[config.mk]
export PLATFORM = sky130hd
export DESIGN_NAME = eep_page_ctl
export DESIGN_NICKNAME = d
export VERILOG_FILES = /design/src/rtl/eep_pkg.sv /design/src/rtl/eep_key_seq.sv /design/src/rtl/eep_page_buf.sv /design/src/rtl/eep_page_ctl.sv
export SDC_FILE = /design/constraint.sdc
export NUM_CORES = 1
export LEC_CHECK = 0
export ABC_CLOCK_PERIOD_IN_PS = 2700
export BUFFER_PORTS_ARGS = -buffer_cell sky130_fd_sc_hd__buf_2
export CAP_MARGIN = 20
export CORE_AREA = 2 2 240 242
export DETAILED_ROUTE_END_ITERATION = 12
export DIE_AREA = 0 0 242 244
export PLACE_DENSITY = 0.67
export SYNTH_ARGS = -nofsm -noshare
export SYNTH_HDL_FRONTEND = slang
export SYNTH_SLANG_ARGS = --single-unit
[constraint.sdc]
create_clock -name clk -period 2.7 [get_ports clk]
set_input_delay 0.27 -clock clk [delete_from_list [all_inputs] [get_ports clk]]
set_output_delay 0.27 -clock clk [all_outputs]
set_load 0.005 [all_outputs]
[src/rtl/eep_pkg.sv]
package eep_pkg;

    localparam int ADDR_W = 15;
    localparam int DATA_W = 8;

    typedef enum logic [1:0] {
        ST_INIT,
        ST_IDLE,
        ST_OPEN,
        ST_PROG
    } eep_state_e;

    typedef struct packed {
        logic [ADDR_W-1:0] addr;
        logic [DATA_W-1:0] data;
    } eep_wr_t;

    localparam logic [ADDR_W-1:0] KEY_ADR_A = 15'h5555;
    localparam logic [ADDR_W-1:0] KEY_ADR_B = 15'h2AAA;
    localparam logic [DATA_W-1:0] KEY_LEAD  = 8'hAA;
    localparam logic [DATA_W-1:0] KEY_SECND = 8'h55;
    localparam logic [DATA_W-1:0] KEY_SETP  = 8'hA0;
    localparam logic [DATA_W-1:0] KEY_CLRA  = 8'h80;
    localparam logic [DATA_W-1:0] KEY_CLRB  = 8'h20;

    // Expected write at each step of the long (clearing) key.
    function automatic eep_wr_t key_word(input logic [2:0] step);
        eep_wr_t w;
        case (step)
            3'd0, 3'd3: w = '{addr: KEY_ADR_A, data: KEY_LEAD};
            3'd1, 3'd4: w = '{addr: KEY_ADR_B, data: KEY_SECND};
            3'd2:       w = '{addr: KEY_ADR_A, data: KEY_CLRA};
            default:    w = '{addr: KEY_ADR_A, data: KEY_CLRB};
        endcase
        return w;
    endfunction

    function automatic logic same_wr(input eep_wr_t a, input eep_wr_t b);
        return (a.addr == b.addr) && (a.data == b.data);
    endfunction

endpackage

[src/rtl/eep_key_seq.sv]
module eep_key_seq
    import eep_pkg::*;
(
    input  logic    clk,
    input  logic    rst,
    input  logic    wr_valid,
    input  eep_wr_t wr,
    output logic    take,
    output logic    en_hit,
    output logic    dis_hit
);

    logic [2:0] step_q;
    logic [2:0] step_d;

    always_comb begin
        take    = 1'b0;
        en_hit  = 1'b0;
        dis_hit = 1'b0;
        step_d  = step_q;
        if (wr_valid) begin
            if (step_q == 3'd2 && same_wr(wr, '{addr: KEY_ADR_A, data: KEY_SETP})) begin
                take   = 1'b1;
                en_hit = 1'b1;
                step_d = 3'd0;
            end else if (same_wr(wr, key_word(step_q))) begin
                take = 1'b1;
                if (step_q == 3'd5) begin
                    dis_hit = 1'b1;
                    step_d  = 3'd0;
                end else begin
                    step_d = step_q + 3'd1;
                end
            end else if (same_wr(wr, '{addr: KEY_ADR_A, data: KEY_LEAD})) begin
                take   = 1'b1;
                step_d = 3'd1;
            end else begin
                step_d = 3'd0;
            end
        end
    end

    always_ff @(posedge clk) begin
        if (rst) step_q <= 3'd0;
        else     step_q <= step_d;
    end

endmodule

[src/rtl/eep_page_buf.sv]
module eep_page_buf
    import eep_pkg::*;
#(
    parameter int PAGE_BYTES = 64
) (
    input  logic                         clk,
    input  logic                         rst,
    input  logic                         clear,
    input  logic                         load,
    input  eep_wr_t                      wr,
    output logic [PAGE_BYTES*DATA_W-1:0] data_flat,
    output logic [PAGE_BYTES-1:0]        mask
);

    localparam int OFS_W = $clog2(PAGE_BYTES);

    for (genvar g = 0; g < PAGE_BYTES; g++) begin : g_byte
        logic [DATA_W-1:0] byte_q;
        logic              vld_q;
        logic              hit;

        assign hit = load && (wr.addr[OFS_W-1:0] == OFS_W'(g));

        always_ff @(posedge clk) begin
            if (rst) begin
                byte_q <= '0;
                vld_q  <= 1'b0;
            end else begin
                if (clear) vld_q <= 1'b0;
                if (hit) begin
                    byte_q <= wr.data;
                    vld_q  <= 1'b1;
                end
            end
        end

        assign data_flat[g*DATA_W +: DATA_W] = byte_q;
        assign mask[g] = vld_q;
    end

endmodule

[src/rtl/eep_page_ctl.sv]
module eep_page_ctl
    import eep_pkg::*;
#(
    parameter int PAGE_BYTES = 64,
    parameter int T_GAP      = 8,
    parameter int T_WC       = 24,
    parameter int T_PWRUP    = 16
) (
    input  logic                                      clk,
    input  logic                                      rst,
    input  logic                                      prot_nv_in,
    input  logic                                      wr_en,
    input  logic [14:0]                               wr_addr,
    input  logic [7:0]                                wr_data,
    output logic                                      ready,
    output logic                                      prot_state,
    output logic                                      commit_valid,
    output logic [14-$clog2(PAGE_BYTES):0]            commit_page,
    output logic [PAGE_BYTES*8-1:0]                   commit_data,
    output logic [PAGE_BYTES-1:0]                     commit_mask
);

    localparam int OFS_W  = $clog2(PAGE_BYTES);
    localparam int PAGE_W = ADDR_W - OFS_W;
    localparam int MAXT_A = (T_WC > T_GAP) ? T_WC : T_GAP;
    localparam int MAXT   = (MAXT_A > T_PWRUP) ? MAXT_A : T_PWRUP;
    localparam int CNT_W  = $clog2(MAXT + 1);
    localparam logic [CNT_W-1:0] GAP_LAST  = CNT_W'(T_GAP - 1);
    localparam logic [CNT_W-1:0] WC_LAST   = CNT_W'(T_WC - 1);
    localparam logic [CNT_W-1:0] INIT_LAST = CNT_W'(T_PWRUP - 1);

    eep_state_e        state;
    logic [CNT_W-1:0]  tick;
    logic [PAGE_W-1:0] cur_page;
    logic              prot_q, set_pend, clr_pend, cv_q;
    eep_wr_t           wr_pkt;
    logic [PAGE_W-1:0] page_in;
    logic              key_take, en_hit, dis_hit;
    logic              acc_idle, acc_open, split, gap_end, has_bytes;
    logic [PAGE_BYTES-1:0] buf_mask;

    assign wr_pkt  = '{addr: wr_addr, data: wr_data};
    assign page_in = wr_addr[ADDR_W-1:OFS_W];

    eep_key_seq u_key (
        .clk     (clk),
        .rst     (rst),
        .wr_valid(wr_en && state == ST_IDLE),
        .wr      (wr_pkt),
        .take    (key_take),
        .en_hit  (en_hit),
        .dis_hit (dis_hit)
    );

    assign has_bytes = |buf_mask;
    assign acc_idle  = wr_en && state == ST_IDLE && !key_take && !prot_q;
    assign split     = wr_en && state == ST_OPEN && has_bytes && page_in != cur_page;
    assign acc_open  = wr_en && state == ST_OPEN && !split;
    assign gap_end   = !wr_en && state == ST_OPEN && tick == GAP_LAST;

    eep_page_buf #(.PAGE_BYTES(PAGE_BYTES)) u_buf (
        .clk      (clk),
        .rst      (rst),
        .clear    (acc_idle || en_hit),
        .load     (acc_idle || acc_open),
        .wr       (wr_pkt),
        .data_flat(commit_data),
        .mask     (buf_mask)
    );

    always_ff @(posedge clk) begin
        if (rst) begin
            state    <= ST_INIT;
            tick     <= '0;
            cur_page <= '0;
            prot_q   <= prot_nv_in;
            set_pend <= 1'b0;
            clr_pend <= 1'b0;
            cv_q     <= 1'b0;
        end else begin
            cv_q <= 1'b0;
            case (state)
                ST_INIT: begin
                    if (tick == INIT_LAST) begin
                        state <= ST_IDLE;
                        tick  <= '0;
                    end else begin
                        tick <= tick + 1'b1;
                    end
                end
                ST_IDLE: begin
                    tick <= '0;
                    if (en_hit) begin
                        state    <= ST_OPEN;
                        set_pend <= 1'b1;
                    end else if (dis_hit) begin
                        state    <= ST_PROG;
                        clr_pend <= 1'b1;
                    end else if (acc_idle) begin
                        state    <= ST_OPEN;
                        cur_page <= page_in;
                    end
                end
                ST_OPEN: begin
                    if (split || gap_end) begin
                        state <= ST_PROG;
                        tick  <= '0;
                        cv_q  <= has_bytes;
                    end else if (wr_en) begin
                        tick <= '0;
                        if (!has_bytes) cur_page <= page_in;
                    end else begin
                        tick <= tick + 1'b1;
                    end
                end
                default: begin
                    if (tick == WC_LAST) begin
                        state    <= ST_IDLE;
                        tick     <= '0;
                        set_pend <= 1'b0;
                        clr_pend <= 1'b0;
                        if (set_pend) prot_q <= 1'b1;
                        if (clr_pend) prot_q <= 1'b0;
                    end else begin
                        tick <= tick + 1'b1;
                    end
                end
            endcase
        end
    end

    assign ready        = (state == ST_IDLE);
    assign prot_state   = prot_q;
    assign commit_valid = cv_q;
    assign commit_page  = cur_page;
    assign commit_mask  = buf_mask;

endmodule

# == Word-level counts from Yosys, hierarchy flattened ==
# Index checks and enable logic that the tools add are counted.
# totals
output_inout_bits,588
elab_cells,511
regBits,599
in_bits,27
# classes
n_addsub,2
reduce_logical,167
n_eq_ne,91
mux,112
bitwise_logic,3
# ops
op,count
$eq 6x6->1 const B,32
$reduce_bool 2->1,67
$eq 6x5->1 const B,16
$mux 1,85
$logic_and 1x1->1,77
$pmux 23 s3,1
$reduce_or 64->1,1
$mux 9,6
$eq 6x4->1 const B,8
$mux 23,2
$eq 6x3->1 const B,4
$mux 5,4
$pmux 9 s2,1
$eq 8x8->1 const B,2
$eq 15x15->1,1
$eq 15x15->1 const B,1
$pmux 5 s3,1
$eq 6x2->1 const B,2
$mux 2,6
$ne 2x2->1 const B,6
$ne 2x1->1 const B,5
$mux 3,3
$ne 9x9->1,1
$eq 8x8->1,1
other kinds (27),42

# == Longest topological paths before layout ==
# Gate-level depths: netlist (run 1).
# depth
word_depth,17
depth_mapped,12
ltp_nobuf,9

# == Hierarchy ==
# From an unflattened synthesis (run 1), not the netlist that was laid out.
# hier_totals
cells_unflattened,2266
hier_area_um2,24523.5
# modules_own_cells
mod,area_per_inst_um2,cells_each,n_inst
eep_page_buf,22721.8,2043,1
eep_page_ctl,1307.5,159,1
eep_key_seq,494.2,64,1

# == Worst setup path before layout (run 1) ==
# No wires, ideal clock.
# synth_timing
kind,flip-flop to flip-flop
from,register u_key.step_q[1]
to,register u_buf.g_byte[36].byte_q[0]
arrival_ns,2.783
stages_incl_launch_ff,12
slack_ns,-0.155
n_path_buf,3
period_less_slack_ns,2.855
path_cell_list,dfxtp_1 buf_2 and2_1 ha_1 or3_1 o311ai_1 nand3_1 a21o_1 clkbuf_1 nand3_1 buf_2 mux2i_1
# synth_via
elab_chain_len,15
word_cells_on_any_way,22
# synth_lines
element,line,rtl
start: declaration,eep_key_seq.sv:13,logic [2:0] step_q;
start signal: assignment,eep_key_seq.sv:45,else step_q <= step_d;
$eq 3x1->1 (tied with other cells),eep_pkg.sv:29,case (step)
$reduce_or 2->1,eep_pkg.sv:29,
$pmux 23 s3,eep_pkg.sv:29,
$mux 23,eep_key_seq.sv:22,"if (step_q == 3'd2 && same_wr(wr, '{addr: KEY_ADR_A, data: KEY_SETP})) begin"
$mux 23,eep_key_seq.sv:21,if (wr_valid) begin
$eq 15x15->1 / $eq 8x8->1 (equally long branches),eep_pkg.sv:39,return (a.addr == b.addr) && (a.data == b.data);
$logic_and 1x1->1,eep_pkg.sv:39,
$mux 1,eep_key_seq.sv:26,"end else if (same_wr(wr, key_word(step_q))) begin"
$mux 1 (*),eep_key_seq.sv:22,
$mux 1 (*),eep_key_seq.sv:21,
$logic_not 1->1 (*),eep_page_ctl.sv:56,assign acc_idle = wr_en && state == ST_IDLE && !key_take && !prot_q;
$logic_and 1x1->1 (*) (2 in series),eep_page_ctl.sv:56,
$logic_or 1x1->1 (*),eep_page_ctl.sv:65,".load (acc_idle || acc_open),"
$logic_and 1x1->1 (*),eep_page_buf.sv:22,assign hit = load && (wr.addr[OFS_W-1:0] == OFS_W'(g));
end signal: assignment,eep_page_buf.sv:31,byte_q <= wr.data;
end: declaration,eep_page_buf.sv:18,logic [DATA_W-1:0] byte_q;
# Mark *: on every way between the ends. The rest lies on a longest branch, timed or not. The select of a mux whose other input is x is not followed.
# A chain may end at the register's enable or synchronous reset.

# == Worst setup path after layout (run 1) ==
# layout_timing
from,register u_buf.g_byte[60].vld_q
to,register u_buf.g_byte[27].byte_q[3]
# layout_via
elab_chain_len,7
# layout_lines
element,line,rtl
start: declaration,eep_page_buf.sv:19,logic vld_q;
start signal: assignment,eep_page_buf.sv:27,vld_q <= 1'b0;
start signal: assignment,eep_page_buf.sv:29,if (clear) vld_q <= 1'b0;
start signal: assignment,eep_page_buf.sv:32,vld_q <= 1'b1;
$reduce_or 64->1,eep_page_ctl.sv:55,assign has_bytes = |buf_mask;
$logic_and 1x1->1 (2 in series),eep_page_ctl.sv:57,assign split = wr_en && state == ST_OPEN && has_bytes && page_in != cur_page;
$logic_not 1->1,eep_page_ctl.sv:58,assign acc_open = wr_en && state == ST_OPEN && !split;
$logic_and 1x1->1,eep_page_ctl.sv:58,
$logic_or 1x1->1,eep_page_ctl.sv:65,
$logic_and 1x1->1,eep_page_buf.sv:22,
end signal: assignment,eep_page_buf.sv:31,
end: declaration,eep_page_buf.sv:18,
# No other way between the ends.

==> run_results.csv, run 1 <==
group,metric,value,unit
synthesis,netlist_top_cells_count,"dfxtp_1, nand2_1, mux2i_1",
power,powerDensity,598,nW/um^2
cells_and_area,fin_cells,3821,
global_routing,use_met1,0.317,
worst_setup_path,cp-end-kind,"flop",
clock_tree,tritoncts,"done",
power,p_leak,0.0149,uW
cells_and_area,synthToLayoutAreaGrowth,39.4,%
floorplan,rows,87,
place,dp_slack,-736,ps
global_routing,use_met3,0.0617,
min_path,whs_path_depth,3,
synthesis,synth_area_leaders,"dfxtp_1, mux2i_1, nand3_1",
floorplan,start_util,0.393,
place,port_buffers,614,
drt,drt_iter0_markers,1283,
drt,vias_per_cell,5.31,
drt,ant_nets,0,
place,dp_hpwl,55900,um
min_path,min-delay-start,"wr_data[1]",
synthesis,yosysTopAreaCell,"dfxtp_1",
synthesis,ys_types,51,
global_routing,grt_antenna_before_repair,4,
worst_setup_path,worst-path-max-fanout,17,
synthesis,yosysMostFrequentCell,"dfxtp_1",
timing,hold_viol,0,
synthesis,synth-seq-cells,599,
global_routing,grt_pass1_vias,19253,
clock_tree,clk_latency,630,ps
worst_setup_path,required,3180,ps
timing,rsz0062_at_grt,"yes",
timing,maxSlewHeadroom,0.228,
global_routing,grt_use_met2,0.432,
timing,worst_slack,-258,ps
cells_and_area,final_core_util,0.548,
clock_tree,cts_buffers,60,
floorplan,dieHeight,244,um
min_path,min_to,"u_buf.g_byte[3].byte_q[1]",
drt,post-route-drc-count,0,
timing,finalMaxSlewViolations,0,
synthesis,synth_edf_count,1,
timing,tightest_slew,1150,ps
flow_run,max_cap_violations,0,
place,dp_cells,3639,
clock_tree,ctsLongestPathBuffers,3,
synthesis,synth_area_per_cell,9.41,um^2
floorplan,coreArea,56200,um^2
synthesis,synth_seq_area_share,0.544,
clock_tree,cts-root-buf,"clkbuf_16",
worst_setup_path,critPathLaunchType,"flop",
power,p_total,18400,uW
worst_setup_path,r2r_slack,-260,ps
clock_tree,cts_sinks,599,
worst_setup_path,r2r_start,"u_buf.g_byte[60].vld_q",
min_path,hold_path.class,"in -> reg",
synthesis,ys.flop_type,"dfxtp_1",
synthesis,synthCells,2345,
synthesis,async_flop_share,0,
outcome,status,"finished with violations",
clock_tree,cts-htree-levels,2,
floorplan,ioPinCount,615,
global_routing,grt_max_degree,168,
outcome,violations,"setup timing",
global_routing,grt.total_usage,0.256,
place,gp_congestion,0.878,
floorplan,die-area,59000,um^2
floorplan,chipWidth,242,um
worst_setup_path,critPathKind,"reg -> reg",
cells_and_area,final_net_count,3047,
cells_and_area,drive_gt1_frac,0.358,
drt,wirelength,83400,um
worst_setup_path,cp-startpoint,"u_buf.g_byte[60].vld_q",
timing,finalSetupViolations,587,
timing,fin_crit_sh,1.10,
timing,fin_crit,2960,ps
clock_tree,cts.reportedPaths.clkPinSlew,60,ps
synthesis,synth_top_area_share,0.543,
drt,vias,20304,
drt,drtPass1Iterations,5,
synthesis,yosysWarnings,0,
synthesis,syn-num-nets,2380,
worst_setup_path,reg2reg_to,"u_buf.g_byte[27].byte_q[3]",
drt,post_drt_wl_per_cell,21.8,um
global_routing,grt_pass1_wl,117000,um
timing,timing.fmax,338,MHz
timing,clock-skew-final,21.2,ps
synthesis,synth_area,22100,um^2
global_routing,busiest_layer,"met2",
worst_setup_path,reg2reg_depth,12,
power,max-vdd-ir-drop,0.486,mV
worst_setup_path,crit_arrival,3440,ps
global_routing,grt_overflow,0,
layout by cell type (no fill, tap or decap), drive strengths merged, types with 4 or more instances in the layout:
| master | count |
|---|---|
| a21oi | 77 |
| and3 | 5 |
| buf | 854 |
| bufinv | 9 |
| clkbuf | 91 |
| clkinv | 16 |
| dfxtp | 598 |
| diode | 4 |
| dlygate4sd3 | 7 |
| ha | 8 |
| inv | 13 |
| mux2i | 290 |
| nand2 | 362 |
| nand2b | 7 |
| nand3 | 273 |
| nand4 | 13 |
| nor2 | 53 |
| nor2b | 5 |
| nor3 | 19 |
| nor4 | 26 |
| o21ai | 280 |
| or4 | 4 |
| xor2 | 10 |
kinds of logic (layout without fill, tap and decap cells):
kind of cell | count (synthesis) | count (layout) | synth area share
mux | 291 | 291 | 0.132
buf+inv | 287 | 991 | 0.0644
xor+xnor | 13 | 13 | 0.00516
fa+ha+maj | 8 | 8 | 0.00454
other cells | 0 | 4 | 0
compound gates | 366 | 378 | 0.0905
simple gates | 781 | 781 | 0.159
flops | 599 | 599 | 0.544
how the worst max path moves through the flow:
stage                                            end  slack (ps)  cells past startpoint
final                     u_buf.g_byte[27].byte_q[3]        -260                     12
after global routing      u_buf.g_byte[27].byte_q[3]        -380                     12
after CTS                 u_buf.g_byte[27].byte_q[3]        -240                     11
after detailed placement  u_buf.g_byte[15].byte_q[2]        -740                     10
after global placement     u_buf.g_byte[5].byte_q[1]        -740                     10
after floorplan           u_buf.g_byte[36].byte_q[0]          20                     12
report_power, final:
group          switching, uW  internal (uW)  leakage [uW]  total, uW
combinational            456            133       0.00903        589
clock                   3610           5340       0.00107       8950
sequential              4.96           8840       0.00483       8850
worst max-delay path: stages, from the launching register on:
cell and delay, ps:
dfxtp_1 340, nor4_4 350, buf_4 170, nand4_1 190
or4_4 610, buf_6 140, a211oi_4 210, buf_4 160
buf_12 130, o21ai_1 90, buf_12 240, nand3_1 90
o21ai_0 110
stage by stage:
| step | hold slack (ps) | TNS (ps) | area [um^2] |
|---|---|---|---|
| after global routing | 66.3 | -154980 | 30800 |
| after detailed placement | 448 | -336750 | 27100 |
| after floorplan | 412 | 0 | 22200 |
| final | 58.1 | -97550 | 30800 |
| after global placement | 424 | -333290 | 27000 |
| after CTS | 20.2 | -89570 | 29700 |
per-layer routing:
| layer | part of all wire | wire [um] |
|---|---|---|
| met4 | 0.034 | 2810 |
| met5 | 0 | 0 |
| met3 | 0.077 | 6400 |
| met2 | 0.48 | 40100 |
| met1 | 0.41 | 34100 |
final cells by class:
class                      instances  area, um^2
clock buffer                      80        1720
clock inverter                    31         430
tap                              756         946
timing repair buffer             872        6170
inverter                           8        37.5
multi-input combinational       1471        9440
fill                            4935       25400
sequential                       599       12000
antenna                            4        10.0
state kept, by name, summed over array words and instances (netlist names):
register,count
clr_pend,1
commit_page,9
commit_valid,1
prot_state,1
set_pend,1
state,2
tick,5
u_buf.g_byte.byte_q,512
u_buf.g_byte.vld_q,64
u_key.step_q,3
what timing repair did:
| action | CTS | global route |
|---|---|---|
| hold endpoints to repair | 7 | 0 |
| setup endpoints to repair | 587 | 587 |
| gates cloned | 5 | 25 |
| hold buffers | 7 | 0 |
| resized for setup | 87 | 155 |
| buffers inserted | 6 | 25 |
| pin swaps | 21 | 31 |
Note: power is estimated with default switching activity, not from simulation.
==> run 2: changes to the inputs <==
--- a/config.mk
+++ b/config.mk
@@ -8,10 +8,12 @@
 export ABC_CLOCK_PERIOD_IN_PS = 2700
 export BUFFER_PORTS_ARGS = -buffer_cell sky130_fd_sc_hd__buf_2
 export CAP_MARGIN = 20
-export CORE_AREA = 2 2 240 242
+export CELL_PAD_IN_SITES_DETAIL_PLACEMENT = 1
+export CELL_PAD_IN_SITES_GLOBAL_PLACEMENT = 1
+export CORE_AREA = 2 2 255 257
 export DETAILED_ROUTE_END_ITERATION = 12
-export DIE_AREA = 0 0 242 244
-export PLACE_DENSITY = 0.67
+export DIE_AREA = 0 0 257 259
+export PLACE_DENSITY = 0.77
 export SYNTH_ARGS = -nofsm -noshare
 export SYNTH_HDL_FRONTEND = slang
 export SYNTH_SLANG_ARGS = --single-unit
==> run 2 against run 1 <==
Compared with the run above:
- the run ends with capacitance limit, slew limit, setup timing left
- register-to-register slack got worse by 190 ps
- clock-buffer cell count rose by 12
- maximum frequency down 6.1%
- clock skew up 22 ps
- clock power rose by 8.7%
- cell area rose by 2.6%
- critical endpoint is now u_buf.g_byte[20].byte_q[3]
- highest routed layer unchanged
==> run_results.csv, run 2 (same netlist as run 1, synthesis figures left out) <==
group,metric,value,unit
global_routing,use_met1,0.319,
drt,vias,21036,
global_routing,busiest_layer,"met2",
power,p_leak,0.0150,uW
cells_and_area,layout_commonest_cell,"buf_2",
clock_tree,clk_latency,620,ps
clock_tree,cts_buffers,68,
timing,finalSetupViolations,587,
power,max-vdd-ir-drop,0.409,mV
floorplan,rows,93,
floorplan,ioPinCount,615,
floorplan,chipWidth,257,um
floorplan,start_util,0.345,
worst_setup_path,critPathKind,"reg -> reg",
timing,timing.fmax,317,MHz
clock_tree,cts_sinks,599,
global_routing,grt.total_usage,0.267,
worst_setup_path,slowest_stage,"or4_4",
drt,drt_iter0_markers,1329,
cells_and_area,synthToLayoutAreaGrowth,43.1,%
timing,clock-skew-final,43.2,ps
worst_setup_path,critPathLaunchType,"flop",
worst_setup_path,cp-end-kind,"flop",
clock_tree,ctsLongestPathBuffers,3,
timing,tightest_slew,1760,ps
global_routing,grt_pass1_wl,137000,um
min_path,hold_path.class,"in -> reg",
global_routing,grt_antenna_before_repair,1,
cells_and_area,top_register,"u_buf.g_byte.byte_q",
cells_and_area,largest_reg_flops,512,
clock_tree,cts.reportedPaths.clkPinSlew,60,ps
clock_tree,tritoncts,"done",
cells_and_area,drive_gt1_frac,0.390,
outcome,status,"finished with violations",
timing,finalMaxSlewViolations,7,
outcome,violations,"capacitance limit, slew limit, setup timing",
worst_setup_path,required,3140,ps
timing,hold_viol,0,
floorplan,dieHeight,259,um
cells_and_area,final_net_count,3065,
drt,vias_per_cell,5.34,
floorplan,coreArea,63900,um^2
clock_tree,cts-htree-levels,3,
global_routing,grt_use_met2,0.460,
cells_and_area,final_cell_mix,"buf_2, dfxtp_1, nand2_1",
drt,wirelength,98900,um
place,port_buffers,614,
timing,fin_crit,3150,ps
drt,post-route-drc-count,0,
worst_setup_path,path_cells,"nor4_4 -> nand4_1 -> or4_4 -> buf_4 -> a211oi_4 -> buf_6 -> buf_4 -> buf_6 -> o21ai_2 -> nand3_1 -> o21ai_0",
timing,rsz0062_at_grt,"yes",
place,dp_hpwl,63000,um
flow_run,max_cap_violations,1,
global_routing,use_met3,0.0618,
cells_and_area,fin_cells,3939,
drt,ant_nets,0,
place,gp_congestion,0.860,
power,powerDensity,608,nW/um^2
global_routing,grt_pass1_vias,21696,
power,p_total,19200,uW
cells_and_area,final_core_util,0.494,
place,dp_cells,3727,
worst_setup_path,crit_arrival,3590,ps
floorplan,die-area,66600,um^2
drt,drtPass1Iterations,5,
worst_setup_path,critPathMaxStageDelay,540,ps
global_routing,grt_max_degree,118,
global_routing,grt_overflow,0,
timing,fin_crit_sh,1.17,
timing,worst_slack,-451,ps
worst_setup_path,worst-path-max-fanout,4,
drt,post_drt_wl_per_cell,25.1,um
timing,maxSlewHeadroom,-0.182,
clock_tree,cts-root-buf,"clkbuf_16",
## run 2: worst paths after layout
check,from,end,slack [ps],cells after the start
setup / recovery,u_buf.g_byte[18].vld_q,u_buf.g_byte[20].byte_q[3],-450,11
setup reg to reg,u_buf.g_byte[18].vld_q,u_buf.g_byte[20].byte_q[3],-450,11
hold reg to reg,u_buf.g_byte[25].byte_q[3],u_buf.g_byte[25].byte_q[3],450,2
hold / removal,wr_data[3],u_buf.g_byte[13].byte_q[3],60,3
## run 2: repair_timing
action	CTS	global route
resized for setup	131	244
hold buffers	8	0
gates cloned	14	33
buffers inserted	18	18
hold endpoints to repair	8	0
setup endpoints to repair	588	587
pin swaps	64	72
## run 2: layout make-up
cell class              count  area, um^2
fillers                  7198       32300
flip-flops and latches    599       12000
multi-input cells        1486       10000
repair buffers            867        6090
clock buffers              92        1960
well taps                 855        1070
clock inverters            31         398
inverters                   8        37.5
diodes                      1        2.50
## run 2: worst max-delay path, delay by kind of cell (launching register included)
kind	cells	cell delay (ps)
DFF	1	330
buffers and inverters	4	620
and+or+nand+nor	4	1550
AOI/OAI and AO/OA	3	480
## run 2: report_power, final
| group | total, uW | switching [uW] | internal, uW |
|---|---|---|---|
| logic | 602 | 490 | 113 |
| clock network | 9730 | 3990 | 5740 |
| registers | 8850 | 5.30 | 8840 |
## run 2: metal layers
layer,routed length [um],part of all wire,vias up
met5,0,0,-
met4,4420,0.045,0
met3,6450,0.065,242
met2,48500,0.49,795
met1,39500,0.40,10557
li1,-,-,9442
## run 2: per-stage QoR
stage,instance area (um^2),TNS [ps],setup WS (ps),hold WS (ps)
2_1_floorplan,22200,0,24.6,412
3_3_place_gp,27000,-572800,-1200,428
3_5_place_dp,27000,-653900,-1420,443
4_1_cts,30300,-168010,-428,10.1
5_1_grt,31600,-219770,-504,39.3
6_report,31600,-187880,-451,55.9
==> run 3: changes to the inputs <==
--- a/config.mk
+++ b/config.mk
@@ -5,7 +5,7 @@
 export SDC_FILE = /design/constraint.sdc
 export NUM_CORES = 1
 export LEC_CHECK = 0
-export ABC_CLOCK_PERIOD_IN_PS = 2700
+export ABC_CLOCK_PERIOD_IN_PS = 2550
 export BUFFER_PORTS_ARGS = -buffer_cell sky130_fd_sc_hd__buf_2
 export CAP_MARGIN = 20
 export CELL_PAD_IN_SITES_DETAIL_PLACEMENT = 1
==> constraint.sdc (replaced) <==
create_clock -name clk -period 2.55 [get_ports clk]
set_input_delay 0.255 -clock clk [delete_from_list [all_inputs] [get_ports clk]]
set_output_delay 0.255 -clock clk [all_outputs]
set_load 0.005 [all_outputs]
==> run 3 against run 2 <==
Compared with the run above:
- the flow finishes with violations (setup timing)
- global-route usage shrank 0.13 points
- critical endpoint is now u_buf.g_byte[15].byte_q[2]
- first-iteration DRC count grew 1.9%
- sequential share of layout area up 0.38 points
- critical path type unchanged
- largest cell class unchanged
- total power increased by 1.4%
- largest power group unchanged
==> run_results.csv, run 3 (same netlist as run 1, synthesis figures left out) <==
group,metric,value,unit
outcome,status,"finished with violations",
outcome,violations,"setup timing",
worst_setup_path,critPathKind,"reg -> reg",
global_routing,grt_pass1_wl,136000,um
global_routing,busiest_layer,"met2",
global_routing,grt_overflow,0,
timing,tightest_slew,1200,ps
cells_and_area,drive_gt1_frac,0.378,
floorplan,start_util,0.345,
clock_tree,cts_buffers,66,
global_routing,grt_antenna_before_repair,7,
cells_and_area,layout_commonest_cell,"buf_2",
timing,timing.fmax,347,MHz
clock_tree,cts_sinks,599,
worst_setup_path,worst-path-buf-inv,3,
cells_and_area,area.sequential,12000,um^2
flow_run,max_cap_violations,0,
timing,final.setup.tns,-110030,ps
cells_and_area,final_cell_mix,"buf_2, dfxtp_1, nand2_1",
place,gp_congestion,0.844,
drt,drtPass1Iterations,5,
worst_setup_path,reg2reg_to,"u_buf.g_byte[15].byte_q[2]",
clock_tree,tritoncts,"done",
power,max-vdd-ir-drop,0.594,mV
place,dp_slack,-884,ps
worst_setup_path,critPathMaxStageDelay,620,ps
timing,clock-skew-final,24.9,ps
worst_setup_path,slowest_stage,"or4_4",
drt,ant_nets,0,
floorplan,coreArea,63900,um^2
timing,finalMaxSlewViolations,0,
timing,holdWs,21.8,ps
global_routing,use_met3,0.0632,
place,dp_hpwl,63900,um
min_path,min_to,"u_buf.g_byte[3].byte_q[1]",
timing,fin_crit,2880,ps
worst_setup_path,cp-end-kind,"flop",
min_path,hold_path.class,"in -> reg",
floorplan,rows,93,
power,p_total,19500,uW
clock_tree,cts.reportedPaths.clkPinSlew,60,ps
worst_setup_path,critical_path.most_common_cell,"buf_12",
worst_setup_path,critPathLaunchType,"flop",
timing,finalSetupViolations,588,
floorplan,chipWidth,257,um
cells_and_area,final_net_count,3083,
clock_tree,clk_latency,620,ps
drt,wirelength,96700,um
drt,drt_iter0_markers,1354,
worst_setup_path,reg2reg_depth,10,
timing,fin_crit_sh,1.13,
worst_setup_path,crit_arrival,3350,ps
place,port_buffers,614,
worst_setup_path,critical_path.top_delay_family,"simple AND/OR/NAND/NOR gates",
cells_and_area,fin_cells,3954,
cells_and_area,top_register,"u_buf.g_byte.byte_q",
cells_and_area,num-fill-cells,7194,
clock_tree,cts-root-buf,"clkbuf_16",
drt,vias_per_cell,5.28,
global_routing,use_met1,0.309,
power,powerDensity,622,nW/um^2
drt,vias,20869,
worst_setup_path,r2r_start,"u_buf.g_byte[60].vld_q",
min_path,whs_path_depth,3,
cells_and_area,multi_input_area,9800,um^2
drt,post_drt_wl_per_cell,24.5,um
floorplan,dieHeight,259,um
global_routing,grt.total_usage,0.266,
min_path,min-delay-start,"wr_data[1]",
clock_tree,ctsLongestPathBuffers,3,
drt,post-route-drc-count,0,
power,p_leak,0.0150,uW
worst_setup_path,worst-path-max-fanout,17,
global_routing,grt_max_degree,179,
cells_and_area,synthToLayoutAreaGrowth,41.8,%
worst_setup_path,required,3020,ps
place,dp_cells,3779,
floorplan,die-area,66600,um^2
worst_setup_path,r2r_slack,-330,ps
floorplan,ioPinCount,615,
cells_and_area,largest_reg_flops,512,
timing,hold_viol,0,
worst_setup_path,path_cells,"nor4_4 -> nand4_1 -> or4_4 -> a2111oi_4 -> buf_6 -> buf_12 -> o21ai_2 -> buf_12 -> nand3_1 -> o21ai_0",
global_routing,grt_pass1_vias,21448,
clock_tree,cts-htree-levels,3,
global_routing,grt_use_met2,0.460,
timing,maxSlewHeadroom,0.197,
timing,rsz0062_at_grt,"yes",
timing,worst_slack,-331,ps
-- run 3: cell count changes in the layout (fill, tap and decap cells not counted), sizes merged --
cell / delta
clkbuf: -8
diode: +4
clkinvlp: -2
inv: +8
buf: +46
dlygate4sd3: -6
clkinv: -10
bufinv: -4
o21ai: -13
-- run 3: what timing repair did --
item                                    CTS  global route
hold buffers                              2             0
resized for setup                       149           141
pin swaps                                43            23
setup buffers                            12            13
gates cloned                             12            16
hold endpoints to repair                  2             0
endpoints found under the setup margin  587           588
-- run 3: how the worst max path moves through the flow --
stage               depth (start not counted)                         end  slack (ps)                   start
finish                                     10  u_buf.g_byte[15].byte_q[2]        -330  u_buf.g_byte[60].vld_q
global route                               11  u_buf.g_byte[15].byte_q[2]        -460   u_buf.g_byte[6].vld_q
CTS                                        10   u_buf.g_byte[3].byte_q[3]        -300   u_buf.g_byte[6].vld_q
detailed placement                         10  u_buf.g_byte[32].byte_q[0]        -880  u_buf.g_byte[47].vld_q
global placement                           10  u_buf.g_byte[32].byte_q[7]        -850  u_buf.g_byte[47].vld_q
floorplan                                  10   u_buf.g_byte[0].byte_q[0]         -40  u_buf.g_byte[14].vld_q
-- run 3: final cells by class --
class / instances / area share
clock inverter: 23 / 0.00732
clock buffer: 91 / 0.0593
antenna: 5 / 0.000400
tap: 855 / 0.0342
timing repair buffer: 900 / 0.200
sequential: 599 / 0.384
multi-input combinational: 1473 / 0.313
inverter: 8 / 0.00120
-- run 3: power by group --
| group | internal (uW) | leakage [uW] | total [uW] | switching [uW] |
|---|---|---|---|---|
| sequential | 9360 | 0.00483 | 9370 | 6.08 |
| combinational | 145 | 0.00915 | 654 | 509 |
| clock | 5340 | 0.00103 | 9430 | 4090 |
| total | 14900 | 0.0150 | 19500 | 4600 |
-- run 3: routing by layer --
layer / wire length [um] / up-vias
li1: - / 9436
met1: 39000 / 10436
met2: 47600 / 764
met3: 5680 / 229
met4: 4430 / 4
met5: 25 / -
-- run 3: metrics by stage --
step / util / instance area (um^2)
final: 0.490 / 31300
after global routing: 0.490 / 31300
after CTS: 0.476 / 30400
after detailed placement: 0.431 / 27500
after global placement: 0.430 / 27500
after floorplan: - / 22400
-- run 3: worst reg2reg max path: stages, from the launching register on --
cell	delay [ps]
dfxtp_1	340
nor4_4	380
nand4_1	200
or4_4	620
a2111oi_4	340
buf_6	200
buf_12	150
o21ai_2	80
buf_12	220
nand3_1	110
o21ai_0	90
